$ cat src/rtl/iss_flow_pkg.sv
package iss_flow_pkg;

  typedef enum logic [2:0] {
    ST_IDLE   = 3'd0,
    ST_RUN    = 3'd1,
    ST_BLOCK  = 3'd2,
    ST_DRAIN  = 3'd3,
    ST_SQUASH = 3'd4
  } flow_state_t;

endpackage

$ cat src/rtl/iss_flow_skid.sv
module iss_flow_skid #(
  parameter int W     = 32,
  parameter int DEPTH = 4,
  localparam int IDX_W = (DEPTH > 1) ? $clog2(DEPTH) : 1,
  localparam int CNT_W = $clog2(DEPTH + 1)
) (
  input  logic             clk,
  input  logic             rst_n,
  input  logic             push,
  input  logic [W-1:0]     push_data,
  input  logic             pop,
  input  logic             flush,
  output logic [W-1:0]     head_data,
  output logic [CNT_W-1:0] count,
  output logic             empty,
  output logic             full
);

  logic [W-1:0]     slots_q [DEPTH];
  logic [IDX_W-1:0] rd_q, wr_q;
  logic [CNT_W-1:0] cnt_q;

  function automatic logic [IDX_W-1:0] step(input logic [IDX_W-1:0] p);
    return (p == IDX_W'(DEPTH - 1)) ? '0 : p + 1'b1;
  endfunction

  logic do_push, do_pop;
  assign do_pop  = pop && (cnt_q != '0);
  assign do_push = push && ((cnt_q != CNT_W'(DEPTH)) || do_pop);

  always_ff @(posedge clk) begin
    if (!rst_n || flush) begin
      rd_q  <= '0;
      wr_q  <= '0;
      cnt_q <= '0;
    end else begin
      if (do_push) wr_q <= step(wr_q);
      if (do_pop)  rd_q <= step(rd_q);
      case ({do_push, do_pop})
        2'b10:   cnt_q <= cnt_q + 1'b1;
        2'b01:   cnt_q <= cnt_q - 1'b1;
        default: cnt_q <= cnt_q;
      endcase
    end
  end

  always_ff @(posedge clk) begin
    if (do_push && !flush) slots_q[wr_q] <= push_data;
  end

  assign head_data = slots_q[rd_q];
  assign count     = cnt_q;
  assign empty     = (cnt_q == '0);
  assign full      = (cnt_q == CNT_W'(DEPTH));

endmodule

$ cat src/rtl/iss_flow_fsm.sv
module iss_flow_fsm
  import iss_flow_pkg::*;
#(
  parameter int DEPTH = 4,
  localparam int CNT_W = $clog2(DEPTH + 1)
) (
  input  logic             clk,
  input  logic             rst_n,
  input  logic             grp_valid,
  input  logic             cmt_stall,
  input  logic             cmt_squash,
  input  logic             rob_squashing,
  input  logic             iq_full,
  input  logic [CNT_W-1:0] skid_count,
  input  logic             skid_empty,
  output flow_state_t      state,
  output logic             skid_push,
  output logic             skid_pop,
  output logic             skid_flush
);

  flow_state_t st_q, st_d;
  logic        any_squash;

  assign any_squash = cmt_squash | rob_squashing;

  always_comb begin
    st_d       = st_q;
    skid_push  = 1'b0;
    skid_pop   = 1'b0;
    skid_flush = 1'b0;
    unique case (st_q)
      ST_IDLE: begin
        if (grp_valid) st_d = ST_RUN;
      end
      ST_RUN: begin
        if (cmt_stall) begin
          st_d      = ST_BLOCK;
          skid_push = grp_valid;
        end else if (any_squash) begin
          st_d       = ST_SQUASH;
          skid_flush = 1'b1;
        end else if (iq_full && grp_valid) begin
          st_d      = ST_BLOCK;
          skid_push = 1'b1;
        end
      end
      ST_BLOCK: begin
        if (any_squash) begin
          st_d       = ST_SQUASH;
          skid_flush = 1'b1;
        end else begin
          skid_push = grp_valid;
          if (!cmt_stall && !iq_full) st_d = ST_DRAIN;
        end
      end
      ST_DRAIN: begin
        if (any_squash) begin
          st_d       = ST_SQUASH;
          skid_flush = 1'b1;
        end else if (cmt_stall) begin
          st_d      = ST_BLOCK;
          skid_push = grp_valid;
        end else begin
          skid_push = grp_valid;
          skid_pop  = !skid_empty;
          if (!grp_valid && (skid_count <= CNT_W'(1))) st_d = ST_RUN;
        end
      end
      ST_SQUASH: begin
        if (!any_squash) st_d = ST_RUN;
      end
      default: st_d = ST_IDLE;
    endcase
  end

  always_ff @(posedge clk) begin
    if (!rst_n) st_q <= ST_IDLE;
    else        st_q <= st_d;
  end

  assign state = st_q;

endmodule

$ cat src/rtl/iss_flow_free.sv
module iss_flow_free #(
  parameter int W = 6
) (
  input  logic         clk,
  input  logic         rst_n,
  input  logic [W-1:0] free_in,
  output logic [W-1:0] free_out
);

  logic [W-1:0] free_q;

  always_ff @(posedge clk) begin
    if (!rst_n) free_q <= '0;
    else        free_q <= free_in;
  end

  assign free_out = free_q;

endmodule

$ cat src/rtl/iss_stage_flow_ctrl.sv
module iss_stage_flow_ctrl
  import iss_flow_pkg::*;
#(
  parameter int GRP_W      = 32,
  parameter int SKID_DEPTH = 4,
  parameter int FREE_W     = 6
) (
  input  logic              clk,
  input  logic              rst_n,
  input  logic              grp_valid_i,
  input  logic [GRP_W-1:0]  grp_data_i,
  input  logic              cmt_stall_i,
  input  logic              cmt_squash_i,
  input  logic              rob_squashing_i,
  input  logic              iq_full_i,
  input  logic [FREE_W-1:0] iq_free_i,
  output logic              up_stall_o,
  output logic              run_en_o,
  output logic              replay_valid_o,
  output logic [GRP_W-1:0]  replay_data_o,
  output logic [FREE_W-1:0] up_free_o
);

  localparam int CNT_W = $clog2(SKID_DEPTH + 1);

  flow_state_t      state;
  logic             skid_push, skid_pop, skid_flush;
  logic [CNT_W-1:0] skid_count;
  logic             skid_empty, skid_full;

  iss_flow_fsm #(.DEPTH(SKID_DEPTH)) fsm_i (
    .clk           (clk),
    .rst_n         (rst_n),
    .grp_valid     (grp_valid_i),
    .cmt_stall     (cmt_stall_i),
    .cmt_squash    (cmt_squash_i),
    .rob_squashing (rob_squashing_i),
    .iq_full       (iq_full_i),
    .skid_count    (skid_count),
    .skid_empty    (skid_empty),
    .state         (state),
    .skid_push     (skid_push),
    .skid_pop      (skid_pop),
    .skid_flush    (skid_flush)
  );

  iss_flow_skid #(.W(GRP_W), .DEPTH(SKID_DEPTH)) skid_i (
    .clk       (clk),
    .rst_n     (rst_n),
    .push      (skid_push),
    .push_data (grp_data_i),
    .pop       (skid_pop),
    .flush     (skid_flush),
    .head_data (replay_data_o),
    .count     (skid_count),
    .empty     (skid_empty),
    .full      (skid_full)
  );

  iss_flow_free #(.W(FREE_W)) free_i (
    .clk      (clk),
    .rst_n    (rst_n),
    .free_in  (iq_free_i),
    .free_out (up_free_o)
  );

  assign up_stall_o     = (state == ST_BLOCK) || (state == ST_DRAIN);
  assign run_en_o       = (state == ST_RUN) || (state == ST_DRAIN);
  assign replay_valid_o = (state == ST_DRAIN) && !skid_empty;

endmodule

$ cat config.mk
export PLATFORM = sky130hd
export DESIGN_NAME = iss_stage_flow_ctrl
export DESIGN_NICKNAME = d
export VERILOG_FILES = /design/src/rtl/iss_flow_pkg.sv /design/src/rtl/iss_flow_skid.sv /design/src/rtl/iss_flow_fsm.sv /design/src/rtl/iss_flow_free.sv /design/src/rtl/iss_stage_flow_ctrl.sv
export SDC_FILE = /design/constraint.sdc
export NUM_CORES = 1
export LEC_CHECK = 0
export ABC_CLOCK_PERIOD_IN_PS = 3230
export BUFFER_PORTS_ARGS = -buffer_cell sky130_fd_sc_hd__buf_4
export CORE_ASPECT_RATIO = 0.75
export CORE_UTILIZATION = 56
export CTS_CLUSTER_SIZE = 24
export DETAILED_ROUTE_END_ITERATION = 7
export PLACE_DENSITY = 0.89
export SETUP_SLACK_MARGIN = 0.1
export SLEW_MARGIN = 20
export SYNTH_ARGS = -nofsm -noshare
export SYNTH_HDL_FRONTEND = slang
export SYNTH_SLANG_ARGS = --single-unit
$ cat constraint.sdc
create_clock -name clk -period 3.23 [get_ports clk]
set_input_delay 0.646 -clock clk [delete_from_list [all_inputs] [get_ports clk]]
set_output_delay 0.646 -clock clk [all_outputs]
set_load 0.02 [all_outputs]
# [Word-level counts from Yosys, hierarchy flattened]
# Memories as Yosys holds them, arrays and structs flattened. A register that Yosys moved wholly into a read port is not among the register bits.
# Cells that the tools add are included.
[totals] word_cells=78 register_bits=16 out_inout_bits=41 ramBits=128 mem_count=1
[classes] magnitude_cmp=1 mux=29 reduce_logical=23 eq_ne=14 n_bitwise=1 addsub=4
[memory_table] name="skid_i.slots_q" depth=4 word_bits=32 read_ports=1 rd_ports_with_merged_regs=1 wr=1 line="iss_flow_skid.sv:19" rtl="logic [W-1:0] slots_q [DEPTH];"
[op_table] operator="3-bit 2-to-1 mux" n=10
[op_table] operator="3-bit one-hot mux with 5 select lines" n=1
[op_table] operator="1-bit 2-to-1 mux" n=11
[op_table] operator="2-bit 2-to-1 mux" n=4
[op_table] operator="4-bit by 2-bit != test with 1-bit output (second input constant)" n=2
[op_table] operator="1-bit logical AND" n=7
[op_table] operator="2-bit equality test (second input constant)" n=3
[op_table] operator="3-bit by 2-bit equality test with 1-bit output (second input constant)" n=2
[op_table] operator="1-bit zero test" n=6
[op_table] operator="3-bit zero test" n=2
[op_table] operator="3-bit one-hot mux with 2 select lines" n=1
[op_table] operator="5-bit AND reduction" n=1
[op_table] operator="2-bit by 1-bit adder with 2-bit output (second input constant)" n=2
[op_table] operator="1-bit logical OR" n=4
[op_table] operator="2-bit != test (second input constant)" n=2
[op_table] operator="1-bit one-hot mux with 2 select lines" n=2
[op_table] operator="3-bit by 1-bit adder with 3-bit output (second input constant)" n=1
[op_table] operator="3-bit by 1-bit equality test with 1-bit output (second input constant)" n=1
[op_table] operator="3-bit equality test (second input constant)" n=1
[op_table] operator="3-bit by 1-bit <= comparator with 1-bit output (second input constant)" n=1
[op_table] operator="3-bit by 1-bit != test with 1-bit output (second input constant)" n=1
[op_table] operator="3-bit != test (second input constant)" n=1
[op_table] operator="3-bit nonzero test" n=1
[op_table] operator="3-bit by 1-bit subtractor with 3-bit output (second input constant)" n=1
[op_table] operator="4 further kinds" n=4

# [Longest topological paths before layout]
[logic_depth] word_depth=11 ltp_mapped=7 mapped_depth_nobuf=7

# [By module]
# From an unflattened synthesis, not the netlist that was laid out.
[unflattened] hier_cells=271 hier_area_um2=5552.8
[by_module_without_submodules] mod="iss_flow_skid" instances=1 area_each_um2=5116.2 cells_each=222 seq_area_each_um2=4023.9
[by_module_without_submodules] mod="iss_flow_fsm" instances=1 area_each_um2=249.0 cells_each=34 seq_area_each_um2=60.1
[by_module_without_submodules] mod="iss_flow_free" instances=1 area_each_um2=157.7 cells_each=12 seq_area_each_um2=120.1
[by_module_without_submodules] mod="iss_stage_flow_ctrl" instances=1 area_each_um2=30.0 cells_each=3 seq_area_each_um2=0.0

# [Worst setup path after synthesis]
# No wires, ideal clock.
[synth_path] path_kind="input port to flip-flop" startpoint="in rob_squashing_i" endpoint="mem skid_i.slots_q[3][0] (enable)" stages=4 slack_ns=0.532 t_required_ns=2.838 arrival_time_ns=2.306 path_buffers=0 setup_ns=0.392 path_cell_list="nor4b_1 -> nand2_1 -> a21oi_1 -> and2_1"
[synth_via] elab_chain_len=9 word_cells_on_any_way=17 cone_classes="mux: 11; bitwise: 1; reduce/logical: 5"
[synth_rtl] item="start: declaration" line="iss_stage_flow_ctrl.sv:14" rtl="input logic rob_squashing_i,"
[synth_rtl] item="1-bit OR *" line="iss_flow_fsm.sv:25" rtl="assign any_squash = cmt_squash | rob_squashing;"
[synth_rtl] item="branches (longest 5 deep; another with 1-bit one-hot mux with 2 select lines)"
[synth_rtl] item="1-bit logical AND *" line="iss_flow_skid.sv:48" rtl="if (do_push && !flush) slots_q[wr_q] <= push_data;"
[synth_rtl] item="1-bit 2-to-1 mux *" line="iss_flow_skid.sv:48"
[synth_rtl] item="1-bit 2-to-1 mux (not written as such) *" line="iss_flow_skid.sv:48"
[synth_rtl] item="end: declaration" line="iss_flow_skid.sv:19"
# Every way passes the cells marked *.

==> run summary <==
TIMING
-------------------------------------------------------------------------------------
Max-slew headroom ......................................................        45.6%
Setup repair after global routing missed its margin ....................        false
Final worst path period share ..........................................        84.5%
Setup slack after layout ...............................................     0.501 ns
Setup TNS ..............................................................         0 ns
Actual transition at the worst max-transition pin ......................     0.816 ns
Total count of hold-check failures in the final report .................            0
Max-slew violation total from the final report .........................            0
Max frequency ..........................................................    0.366 GHz
Clk_skew ...............................................................   0.00588 ns
Final critical-path required period ....................................      2.73 ns
Final setup fails ......................................................            0

PLACE
-------------------------------------------------------------------------------------
Sum of net half-perimeters after detailed placement ....................      6.67 mm
Cell count after placement .............................................          498
Number of input and output port buffers inserted .......................           85
Global placer's final weighted congestion ..............................        0.863
Pre-CTS setup slack ....................................................     0.603 ns

ROUTE
-------------------------------------------------------------------------------------
Number of iterations in the first detailed-routing pass ................            4
Per-cell via count in the routed design ................................         5.67
Post-detailed-route count of antenna-violating nets ....................            0
Wirelength, routed .....................................................      10.7 mm
Number of vias in the routed layout ....................................         3001
Number of DRC markers after the initial detailed-route iteration .......          226
Average routed wire per standard cell ..................................      20.3 µm
DRC Markers ............................................................            0

FINISH
-------------------------------------------------------------------------------------
Finished Layout Cells ..................................................          529
Most frequent standard cell in the layout excluding fill and tap cells .     edfxtp_1
Footprint of the multi-input gates .....................................     1360 µm²
Area added between synthesis and finish ................................        25.3%
Final nets .............................................................          439
Fraction of final layout cells with drive strength greater than 1 ......        41.1%
Fillers ................................................................          575
Commonest non-fill, non-tap cells in the layout ........................ edfxtp_1, buf_4, mux4_2
Combined flip-flop and latch cell area .................................     4210 µm²
Diode insertion count for antenna repair ...............................            0

POWER AND IR DROP
-------------------------------------------------------------------------------------
Leak ...................................................................      2.47 nW
VDD IR max .............................................................     0.359 mV
Part of the total power dissipated in combinational logic ..............         4.4%
Proportion of power drawn by the clock network .........................        45.5%
Power Density ..........................................................   592 nW/µm²
Internal power contribution ............................................      3.36 mW
Switching Fraction .....................................................        19.4%
Sequential Power Share .................................................        50.1%
Net switching power of the design ......................................     0.811 mW

YOSYS
-------------------------------------------------------------------------------------
Number of nets produced by synthesis ...................................          335
Sequential area share after synthesis ..................................        74.7%
Register bit total from synthesis ......................................          146
Synthesized instance count .............................................          281
Synthesized area divided by synthesized cell count .....................     20.0 µm²
Netlist Area Pre-Place .................................................     5620 µm²
Library cell with the largest summed area after synthesis ..............     edfxtp_1
Synth Warn # ...........................................................            0
Top-area cell type share of the netlist area ...........................        68.3%
Number of library cell types mapped by synthesis .......................           41
Most area-consuming cells after synthesis .............................. edfxtp_1, mux4_2, dfxtp_1, ha_1, and2_1

CTS
-------------------------------------------------------------------------------------
Clk slew on worst S/H paths ............................................      0.06 ns
Clock latency at the later pin of the worst-skew pair ..................      0.41 ns
Depth of the CTS H-tree ................................................            4
Number of sinks on the clock net .......................................          146
Root Buffer ............................................................    clkbuf_16
CTS Buffer Depth .......................................................            2
Number of setup buffers added after CTS ................................            0
Number of gates resized after cts ......................................            0
Number of hold buffers added after CTS .................................            0
TritonCTS clock tree ...................................................        built
Clock buffers created by TritonCTS .....................................           17

FLOORPLAN
-------------------------------------------------------------------------------------
Number of rows in the core area ........................................           31
Effective utilization at floorplan .....................................        58.0%
Number of primary I/O pins .............................................           86
Die Wd .................................................................       118 µm
Area of the core region ................................................     9700 µm²
Height of the die ......................................................      88.8 µm
Floorplan die area .....................................................    10500 µm²

CRITICAL PATH
-------------------------------------------------------------------------------------
Crit-path cells ........................................................ buf_12, mux4_2, buf_4
Required time of the worst setup path ..................................      2.58 ns
Category of the critical setup timing path ............................. flip-flop to primary output
Startpoint class of the critical path ..................................    flip-flop
Worst Path Arrival .....................................................      2.08 ns
Cell with the biggest individual delay on the critical path ............      dfxtp_2
Maximum fanout count along the critical path ...........................           19
Count of cells along the worst register-to-register path ...............            5
Largest incremental delay on the critical path .........................      0.66 ns
Worst setup EP type .................................................... primary output

GLOBAL ROUTE
-------------------------------------------------------------------------------------
Global-route wire length before repair .................................      16.2 mm
Pin count of the biggest net entering global routing ...................           33
Antenna violations before repair .......................................            0
GRT Residual Overflow ..................................................            0
Vias in the first global route .........................................         3029
Gr usage total .........................................................        22.1%

JOB
-------------------------------------------------------------------------------------
Max-capacitance violation count ........................................            0

HOLD PATH
-------------------------------------------------------------------------------------
Hold Path Cell Cnt .....................................................            1
Min-Delay Path Class ................................................... input port to flip-flop

STATUS
-------------------------------------------------------------------------------------
Status ................................................................. complete, no violations

## critical path, delay by kind of cell, from the launching register on
family,cells,cell delay (ns)
buffers and inverters,2,0.45
DFF,1,0.66
muxes,1,0.55
## routing by layer
metal / part of all wire (%) / up-vias / track usage [%] / wire length, µm
li1: - / 1348 / - / -
met1: 41 / 1527 / 26.3 / 4360
met2: 53 / 111 / 39.0 / 5640
met3: 5.3 / 15 / 6.57 / 571
met4: 1.4 / 0 / 8.62 / 150
met5: 0 / - / 0 / 0
## path summary, 6_finish.rpt
path / start / end / slack [ns]
worst max-delay path: flip-flop / replay_data_o[30] / 0.50
worst min-delay path: grp_data_i[21] / skid_i.slots_q[3][21] / 0.44
worst max register to register: fsm_i.state[1] / skid_i.slots_q[1][15] / 0.85
worst min register to register: skid_i.rd_q[0] / flip-flop / 0.50
## cell usage after synthesis
cell type,n
nor3_1,3
ha_1,9
o21a_1,1
o22ai_1,1
and2_1,10
a21oi_2,1
buf_2,5
buf_1,1
nand2b_1,2
and2b_1,1
o31ai_1,1
inv_1,6
o2111ai_1,1
nand2_1,4
and3_1,1
a21oi_1,6
nor3b_1,3
mux2_1,1
o211a_1,1
a21o_1,2
o21ai_0,4
nand3_1,1
nor2b_1,4
o22a_1,1
o32a_1,1
edfxtp_1,128
o32ai_1,1
a21boi_0,1
or3_1,2
o31ai_4,1
and4b_1,1
nor4b_1,2
buf_4,1
mux2i_1,4
nor2_1,13
o31a_1,1
or4b_4,1
clkbuf_1,3
a22oi_2,1
dfxtp_1,18
mux4_2,32
## power groups by stage
stage,clock network (mW),registers [mW],logic [mW]
after detailed placement,0,2.13,0.183
after floorplan,0,2.12,0.0871
final,1.90,2.09,0.185
after global placement,0,2.13,0.177
after CTS,1.93,2.09,0.185
after global routing,1.99,2.09,0.199
## cells by family after synthesis
kind of cell / count (synthesis) / synth area share, %
flip-flops: 146 / 74.7
AND/OR/NAND/NOR: 48 / 4.87
AO/OA/AOI/OAI: 25 / 3.40
adder cells (fa/ha/maj): 9 / 2.00
buffers and inverters: 16 / 1.25
multiplexers: 37 / 13.7
## per-stage QoR
| stage | hold slack, ns | instance area (µm²) | utilization, % | power (mW) |
|---|---|---|---|---|
| floorplan | 0.463 | 5620 | - | 2.21 |
| finish | 0.437 | 7050 | 72.7 | 4.17 |
| detailed placement | 0.491 | 6470 | 66.8 | 2.31 |
| global placement | 0.477 | 6470 | 66.8 | 2.30 |
| CTS | 0.417 | 7050 | 72.7 | 4.20 |
| global route | 0.419 | 7050 | 72.7 | 4.28 |
## sequential cells by signal, indices dropped and copies added, names as in the netlist, named ones only
| name | cells |
|---|---|
| free_i.free_out | 6 |
| fsm_i.state | 3 |
| skid_i.slots_q | 128 |
| skid_i.count | 3 |
| skid_i.rd_q | 2 |
| skid_i.wr_q | 2 |
## area by class of cell
cell class	count	area share, %
Multi-Input combinational cell	119	19.2
Sequential cell	146	59.7
Inverter	6	0.319
Timing Repair Buffer	95	10.3
Clock inverter	11	1.95
Tap cell	132	2.34
Clock buffer	20	6.19
Note: power is estimated with default switching activity, not from simulation.
